File: src/rtl/rep_capture_pkg.sv
package rep_capture_pkg;

   typedef enum logic [2:0] {
      CAP_IDLE,
      CAP_INIT,
      CAP_ARM,
      CAP_SAMPLE,
      CAP_STEP
   } cap_state_e;

   localparam int unsigned LEVEL_BITS_MIN = 6;
   localparam int unsigned LEVEL_BITS_MAX = 8;

   // resolution selector to number of reference bits
   function automatic int unsigned level_bits(input logic [1:0] sel);
      int unsigned b;
      b = LEVEL_BITS_MIN + int'(sel);
      if (b > LEVEL_BITS_MAX) b = LEVEL_BITS_MAX;
      return b;
   endfunction

   function automatic int unsigned max_of2(input int unsigned a, input int unsigned b);
      return (a > b) ? a : b;
   endfunction

endpackage

File: src/rtl/rc_sync2.sv
module rc_sync2 #(
   parameter int unsigned W = 2
) (
   input  logic         clk,
   input  logic         rst_n,
   input  logic [W-1:0] d_async,
   output logic [W-1:0] q_sync
);
   generate
      for (genvar b = 0; b < W; b++) begin : g_bit
         logic meta_q;
         logic stab_q;
         always_ff @(posedge clk or negedge rst_n) begin
            if (!rst_n) begin
               meta_q <= 1'b0;
               stab_q <= 1'b0;
            end else begin
               meta_q <= d_async[b];
               stab_q <= meta_q;
            end
         end
         assign q_sync[b] = stab_q;
      end
   endgenerate
endmodule

File: src/rtl/rc_edge_det.sv
module rc_edge_det (
   input  logic clk,
   input  logic rst_n,
   input  logic sig,
   input  logic rising,
   output logic hit
);
   logic prev_q;

   always_ff @(posedge clk or negedge rst_n) begin
      if (!rst_n) prev_q <= 1'b0;
      else        prev_q <= sig;
   end

   assign hit = rising ? (sig & ~prev_q) : (~sig & prev_q);
endmodule

File: src/rtl/rc_down_timer.sv
module rc_down_timer #(
   parameter int unsigned W = 8
) (
   input  logic         clk,
   input  logic         rst_n,
   input  logic         load,
   input  logic [W-1:0] load_val,
   output logic         expired
);
   logic [W-1:0] cnt_q;

   always_ff @(posedge clk or negedge rst_n) begin
      if (!rst_n)             cnt_q <= '0;
      else if (load)          cnt_q <= load_val;
      else if (cnt_q != '0)   cnt_q <= cnt_q - 1'b1;
   end

   assign expired = (cnt_q == '0);
endmodule

File: src/rtl/rc_pacer.sv
module rc_pacer #(
   parameter int unsigned IVL0 = 10,
   parameter int unsigned IVL1 = 100,
   parameter int unsigned IVL2 = 1000,
   parameter int unsigned IVL3 = 100000
) (
   input  logic       clk,
   input  logic       rst_n,
   input  logic       restart,
   input  logic [1:0] sel,
   output logic       tick
);
   import rep_capture_pkg::*;

   localparam int unsigned IVL_MAX = max_of2(max_of2(IVL0, IVL1), max_of2(IVL2, IVL3));
   localparam int unsigned CNT_W   = $clog2(IVL_MAX + 1);

   logic [CNT_W-1:0] cnt_q;
   logic [CNT_W-1:0] wrap_at;

   always_comb begin
      case (sel)
         2'd0:    wrap_at = CNT_W'(IVL0 - 1);
         2'd1:    wrap_at = CNT_W'(IVL1 - 1);
         2'd2:    wrap_at = CNT_W'(IVL2 - 1);
         default: wrap_at = CNT_W'(IVL3 - 1);
      endcase
   end

   always_ff @(posedge clk or negedge rst_n) begin
      if (!rst_n)                cnt_q <= '0;
      else if (restart)          cnt_q <= '0;
      else if (cnt_q == wrap_at) cnt_q <= '0;
      else                       cnt_q <= cnt_q + 1'b1;
   end

   assign tick = (cnt_q == '0);
endmodule

File: src/rtl/rc_sample_mem.sv
module rc_sample_mem #(
   parameter int unsigned DEPTH  = 100,
   parameter int unsigned W      = 8,
   parameter int unsigned AW     = 7,
   parameter bit          RD_REG = 1'b1
) (
   input  logic          clk,
   input  logic          rst_n,
   input  logic          clr,
   input  logic          we,
   input  logic [AW-1:0] waddr,
   input  logic [W-1:0]  wdata,
   input  logic [AW-1:0] raddr,
   output logic [W-1:0]  rdata
);
   logic [W-1:0] word_q [DEPTH];
   logic [W-1:0] rd_mux;

   generate
      for (genvar i = 0; i < DEPTH; i++) begin : g_word
         always_ff @(posedge clk or negedge rst_n) begin
            if (!rst_n)                              word_q[i] <= '0;
            else if (clr)                            word_q[i] <= '0;
            else if (we && (waddr == AW'(i)))        word_q[i] <= wdata;
         end
      end
   endgenerate

   always_comb begin
      rd_mux = '0;
      for (int i = 0; i < DEPTH; i++) begin
         if (raddr == AW'(i)) rd_mux = word_q[i];
      end
   end

   generate
      if (RD_REG) begin : g_rd_reg
         logic [W-1:0] rdata_q;
         always_ff @(posedge clk or negedge rst_n) begin
            if (!rst_n) rdata_q <= '0;
            else        rdata_q <= rd_mux;
         end
         assign rdata = rdata_q;
      end else begin : g_rd_comb
         assign rdata = rd_mux;
      end
   endgenerate
endmodule

File: src/rtl/rep_capture_ctrl.sv
module rep_capture_ctrl #(
   parameter int unsigned NPTS            = 100,
   parameter int unsigned CODE_W          = 8,
   parameter int unsigned INIT_SETTLE_CYC = 175000,
   parameter int unsigned STEP_SETTLE_CYC = 31500,
   parameter int unsigned IVL0            = 10,
   parameter int unsigned IVL1            = 100,
   parameter int unsigned IVL2            = 1000,
   parameter int unsigned IVL3            = 100000,
   localparam int unsigned ADDR_W         = $clog2(NPTS)
) (
   input  logic              clk,
   input  logic              rst_n,
   input  logic              start,
   input  logic              trig_in,
   input  logic              trig_pol,
   input  logic              cmp_hi,
   input  logic [1:0]        res_sel,
   input  logic [1:0]        ivl_sel,
   input  logic [ADDR_W-1:0] rd_addr,
   output logic [CODE_W-1:0] dac_code,
   output logic              busy,
   output logic              done,
   output logic [CODE_W-1:0] rd_data
);
   import rep_capture_pkg::*;

   localparam int unsigned TMR_W = $clog2(max_of2(INIT_SETTLE_CYC, STEP_SETTLE_CYC) + 1);
   localparam logic [ADDR_W-1:0] LAST_IDX = ADDR_W'(NPTS - 1);

   // elaboration-time parameter checks
   generate
      if (NPTS < 2) begin : g_chk_npts
         $error("rep_capture_ctrl: NPTS must be at least 2");
      end
      if (CODE_W < LEVEL_BITS_MAX) begin : g_chk_code
         $error("rep_capture_ctrl: CODE_W too narrow for the finest resolution");
      end
      if ((IVL0 < 2) || (IVL1 < 2) || (IVL2 < 2) || (IVL3 < 2)) begin : g_chk_ivl
         $error("rep_capture_ctrl: every sample interval must be at least 2 cycles");
      end
      if ((INIT_SETTLE_CYC < 1) || (STEP_SETTLE_CYC < 1)) begin : g_chk_settle
         $error("rep_capture_ctrl: settling counts must be nonzero");
      end
   endgenerate

   cap_state_e         state_q;
   logic [CODE_W-1:0]  code_q;
   logic [ADDR_W-1:0]  idx_q;
   logic [1:0]         ivl_q;
   logic               done_q;

   logic [1:0]         sync_q;
   logic               trig_s;
   logic               cmp_s;
   logic               trig_hit;
   logic               tick;
   logic               tmr_exp;
   logic               tmr_load;
   logic [TMR_W-1:0]   tmr_val;
   logic [CODE_W-1:0]  full_scale;
   logic               accept_start;
   logic               pass_end;
   logic               mem_we;

   // both asynchronous inputs share one synchronizer so their latency matches
   rc_sync2 #(.W(2)) i_sync (
      .clk     (clk),
      .rst_n   (rst_n),
      .d_async ({cmp_hi, trig_in}),
      .q_sync  (sync_q)
   );
   assign trig_s = sync_q[0];
   assign cmp_s  = sync_q[1];

   rc_edge_det i_edge (
      .clk    (clk),
      .rst_n  (rst_n),
      .sig    (trig_s),
      .rising (trig_pol),
      .hit    (trig_hit)
   );

   rc_pacer #(
      .IVL0 (IVL0),
      .IVL1 (IVL1),
      .IVL2 (IVL2),
      .IVL3 (IVL3)
   ) i_pacer (
      .clk     (clk),
      .rst_n   (rst_n),
      .restart (state_q != CAP_SAMPLE),
      .sel     (ivl_q),
      .tick    (tick)
   );

   always_comb begin
      full_scale   = CODE_W'((32'd1 << level_bits(res_sel)) - 32'd1);
      accept_start = (state_q == CAP_IDLE) && start;
      pass_end     = (state_q == CAP_SAMPLE) && tick && (idx_q == LAST_IDX);
      tmr_load     = accept_start || (pass_end && (code_q != '0));
      tmr_val      = accept_start ? TMR_W'(INIT_SETTLE_CYC) : TMR_W'(STEP_SETTLE_CYC);
      mem_we       = (state_q == CAP_SAMPLE) && tick && cmp_s;
   end

   rc_down_timer #(.W(TMR_W)) i_settle (
      .clk      (clk),
      .rst_n    (rst_n),
      .load     (tmr_load),
      .load_val (tmr_val),
      .expired  (tmr_exp)
   );

   rc_sample_mem #(
      .DEPTH  (NPTS),
      .W      (CODE_W),
      .AW     (ADDR_W),
      .RD_REG (1'b1)
   ) i_mem (
      .clk   (clk),
      .rst_n (rst_n),
      .clr   (accept_start),
      .we    (mem_we),
      .waddr (idx_q),
      .wdata (code_q),
      .raddr (rd_addr),
      .rdata (rd_data)
   );

   always_ff @(posedge clk or negedge rst_n) begin
      if (!rst_n) begin
         state_q <= CAP_IDLE;
         code_q  <= '0;
         idx_q   <= '0;
         ivl_q   <= 2'd0;
         done_q  <= 1'b0;
      end else begin
         done_q <= 1'b0;
         case (state_q)
            CAP_IDLE: begin
               if (start) begin
                  state_q <= CAP_INIT;
                  code_q  <= full_scale;
                  ivl_q   <= ivl_sel;
               end
            end
            CAP_INIT: begin
               if (tmr_exp) state_q <= CAP_ARM;
            end
            CAP_ARM: begin
               if (trig_hit) begin
                  state_q <= CAP_SAMPLE;
                  idx_q   <= '0;
               end
            end
            CAP_SAMPLE: begin
               if (tick) begin
                  if (idx_q == LAST_IDX) begin
                     if (code_q == '0) begin
                        state_q <= CAP_IDLE;
                        done_q  <= 1'b1;
                     end else begin
                        code_q  <= code_q - 1'b1;
                        state_q <= CAP_STEP;
                     end
                  end else begin
                     idx_q <= idx_q + 1'b1;
                  end
               end
            end
            CAP_STEP: begin
               if (tmr_exp) state_q <= CAP_ARM;
            end
            default: state_q <= CAP_IDLE;
         endcase
      end
   end

   assign dac_code = code_q;
   assign busy     = (state_q != CAP_IDLE);
   assign done     = done_q;

endmodule

File: config.mk
export PLATFORM = sky130hd
export DESIGN_NAME = rep_capture_ctrl
export DESIGN_NICKNAME = d
export VERILOG_FILES = /design/src/rtl/rep_capture_pkg.sv /design/src/rtl/rc_sync2.sv /design/src/rtl/rc_edge_det.sv /design/src/rtl/rc_down_timer.sv /design/src/rtl/rc_pacer.sv /design/src/rtl/rc_sample_mem.sv /design/src/rtl/rep_capture_ctrl.sv
export SDC_FILE = /design/constraint.sdc
export NUM_CORES = 2
export LEC_CHECK = 0
export CAP_MARGIN = 30
export CELL_PAD_IN_SITES_DETAIL_PLACEMENT = 0
export CELL_PAD_IN_SITES_GLOBAL_PLACEMENT = 1
export CORE_ASPECT_RATIO = 0.8
export CORE_UTILIZATION = 32
export DETAILED_ROUTE_END_ITERATION = 8
export PLACE_DENSITY = 0.56
export SLEW_MARGIN = 40
export SYNTH_ARGS = -nofsm -noshare
export SYNTH_HDL_FRONTEND = slang
export SYNTH_SLANG_ARGS = --single-unit
File: constraint.sdc
create_clock -name clk -period 4.9 [get_ports clk]
set_clock_uncertainty 0.05 [all_clocks]
set_input_delay 0.735 -clock clk [delete_from_list [all_inputs] [get_ports clk]]
set_output_delay 0.735 -clock clk [all_outputs]
set_load 0.05 [all_outputs]
==> summary.md <==
| Metric | Value |
|---|---|
| Endpoint class of the critical path | `flop` |
| Remaining DRCs | `0` |
| Seq/Total Area, Yosys | `45.29%` |
| Max-Cap Viols | `0` |
| Post-route ant nets | `0` |
| Worst vdd ir | `0.2907 mV` |
| Detailed placement HPWL | `185600 um` |
| Area leader, netlist | `dfrtp_1` |
| GRT Total Usage | `33.71%` |
| Reg clk slew, reported paths | `0.06 ns` |
| Critical path class | `reg -> reg` |
| Total Neg Setup Slack | `0 ns` |
| Starting Density | `32.40%` |
| Inst Count DP | `7453` |
| Final setup viols | `0` |
| Slew Viols, Final | `0` |
| Drt first-iter violations | `6900` |
| Largest net degree at the start of global routing | `132` |
| Post-Route WL | `260800 um` |
| Post-synth top area share | `45.29%` |
| I/O pins | `35` |
| Crit path buf inv count | `1` |
| Relative slew slack | `31.15%` |
| Maximum fanout along the worst path | `9` |
| Top cells by area, synth | `dfrtp_1 45%, nand2_1 14%, a21oi_1 7.0%` |
| CP max-delay cell | `or4_4` |
| Crit path required time | `5.52 ns` |
| Arrival @ worst endpoint | `4.46 ns` |
| Synth top cells by count | `1765 x nand2_1, 869 x dfrtp_1, 669 x a21oi_1` |
| Final Cell Area | `54660 sq um` |
| Worst-skew pair later-pin latency | `0.78 ns` |
| Post-synth net total | `5710` |
| Die area | `151600 sq um` |
| Async SR Flop Fraction | `100.0%` |
| Die Height | `348.5 um` |
| First-pass GRT wire length | `361000 um` |
| GP Congestion | `1.028` |
| Post-synth EDFFs | `0` |
| CP cell instances | `or4_4 -> or2_4 -> nor3_2 -> and3_1 -> buf_4 -> nand3_4 -> nor2_8 -> nand2_1 -> a21oi_2` |
| Drt first pass iters | `6` |
| CORE AREA | `148200 sq um` |
| PwrDens | `305.4 nW/um^2` |
| Vias/cell | `5.975` |
| Number of library cell types mapped by synthesis | `97` |
| RSZ-0062 raised after global routing | `false` |
| Buffers added on ports | `34` |
| Avg Inst Size Synth | `8.450 sq um` |
| Vias in the first global route | `42160` |
| CP top delay family | `simple AND/OR/NAND/NOR gates` |
| Status | `finished clean` |
| CTS Sinks | `869` |
| Area delta synth->final | `13.84%` |
| Worst-Margin Slew | `1.029 ns` |
| CTS tree | `yes` |
| Ys flop type | `dfrtp_1` |
| Placed cell area | `51050 sq um` |
| Die X | `435.1 um` |
| Mapped Cells | `5682` |
| Wire per inst | `34.13 um` |
| Net total in the final layout | `5602` |
| Worst Hold Class | `reg -> reg` |
| # Post-CTS Setup Buffers | `0` |
| CTS HTree Levels | `3` |
| P_leak | `23.35 nW` |
| Final cell count without fillers | `7640` |
| Clock buffer count from CTS | `100` |
| #FFs+latches synth | `869` |
| Min Clock Period, post-route | `3.835 ns` |
| Crit path largest cell delay | `0.57 ns` |
| CP Launch Type | `flop` |
| Initial antenna violation count | `10` |
| Layout cells sized above 1 | `17.66%` |
| CTS root buf | `clkbuf_16` |
| Final Hold Fails | `0` |
| Vias | `45647` |
| Mapped cell area | `48010 sq um` |
| Synthesis Warnings | `0` |
| Final Cycle Share | `78.26%` |
| Most common cell in the netlist | `nand2_1` |
| Row cnt | `126` |
| CTS Buffer Depth | `3` |
| Global route overflow | `0` |
| Fmax | `0.2608 GHz` |
## metrics by stage
step	hold WS (ns)	power (mW)	utilization [%]	setup slack (ns)
2_1_floorplan	0.2812	7.794	-	1.852
3_3_place_gp	0.2981	8.508	34.36	0.4757
3_5_place_dp	0.2863	8.499	34.45	0.4474
4_1_cts	0.3056	16.77	36.85	0.8771
5_1_grt	0.3188	17.10	36.88	0.8590
6_report	0.3050	16.69	36.89	1.065
## repair_timing
item,in CTS,in global routing
hold buffers,1,0
gates resized for setup,0,0
hold endpoints to repair,2,0
setup endpoints to repair,0,0
## power breakdown
group | switching [mW] | internal (mW)
clock network | 3.51 | 4.77
registers | 0.0283 | 7.19
logic | 0.883 | 0.310
## metal layers
layer / part of all wire, % / routed length, um / GRT usage, %
met3: 12 / 31030 / 11.41
met5: 0 / 0 / 0
met1: 49 / 127100 / 53.71
met2: 37 / 96010 / 41.66
met4: 2.5 / 6617 / 8.027
## cell type report
class,instances,area (sq um)
clock buffer,140,2933
timing repair buffer,286,2748
fill,15190,93530
multi-input combinational,4294,24010
inverter,23,86.33
sequential,869,21780
antenna,4,10.01
tap,1984,2482
clock inverter,40,615.6
## registers in the layout, indices dropped and copies added (netlist names)
name	flops
dac_code	8
i_settle.cnt_q	18
state_q	3
i_mem.rdata	8
done	1
i_sync.g_bit.stab_q	2
idx_q	7
i_mem.word_q	800
i_pacer.cnt_q	17
i_sync.g_bit.meta_q	2
i_edge.prev_q	1
ivl_q	2
## final timing paths
check | cells after the start | start | endpoint | slack (ns)
worst max-delay path | 9 | i_pacer.cnt_q[11]$_DFF_PN0_ | i_mem.word_q[556]$_DFFE_PN0P_ | 1.07
worst min-delay path | 0 | i_sync.g_bit[0].meta_q$_DFF_PN0_ | i_sync.g_bit[0].stab_q$_DFF_PN0_ | 0.30
worst max register to register | 9 | i_pacer.cnt_q[11]$_DFF_PN0_ | i_mem.word_q[556]$_DFFE_PN0P_ | 1.07
worst min register to register | 0 | i_sync.g_bit[0].meta_q$_DFF_PN0_ | i_sync.g_bit[0].stab_q$_DFF_PN0_ | 0.30
max in group asynchronous | 4 | rst_n | i_mem.word_q[505]$_DFFE_PN0P_ | 2.96
min in group asynchronous | 2 | rst_n | i_mem.word_q[424]$_DFFE_PN0P_ | 0.46
## cell usage in the layout, fill, tap and decap left out, drive strengths merged, types with 26 or more instances in the layout
master	count
or2	103
nand3	73
a21oi	967
mux2	30
a211oi	32
nor3	47
nor4	28
a22oi	46
clkdlybuf4s50	29
o22ai	97
o21ai	227
o211ai	37
nand2b	26
a221oi	37
buf	255
clkbuf	141
nand2	1765
dfrtp	869
nor2	311
## cell families after synthesis
logic type	share of synthesized area, %
fa+ha+maj	0.2866
mux	1.553
xor+xnor	0.6567
flops	45.29
simple gates	24.26
compound gates	22.86
buf+inv	5.097
(Power assumes the default switching activity.)
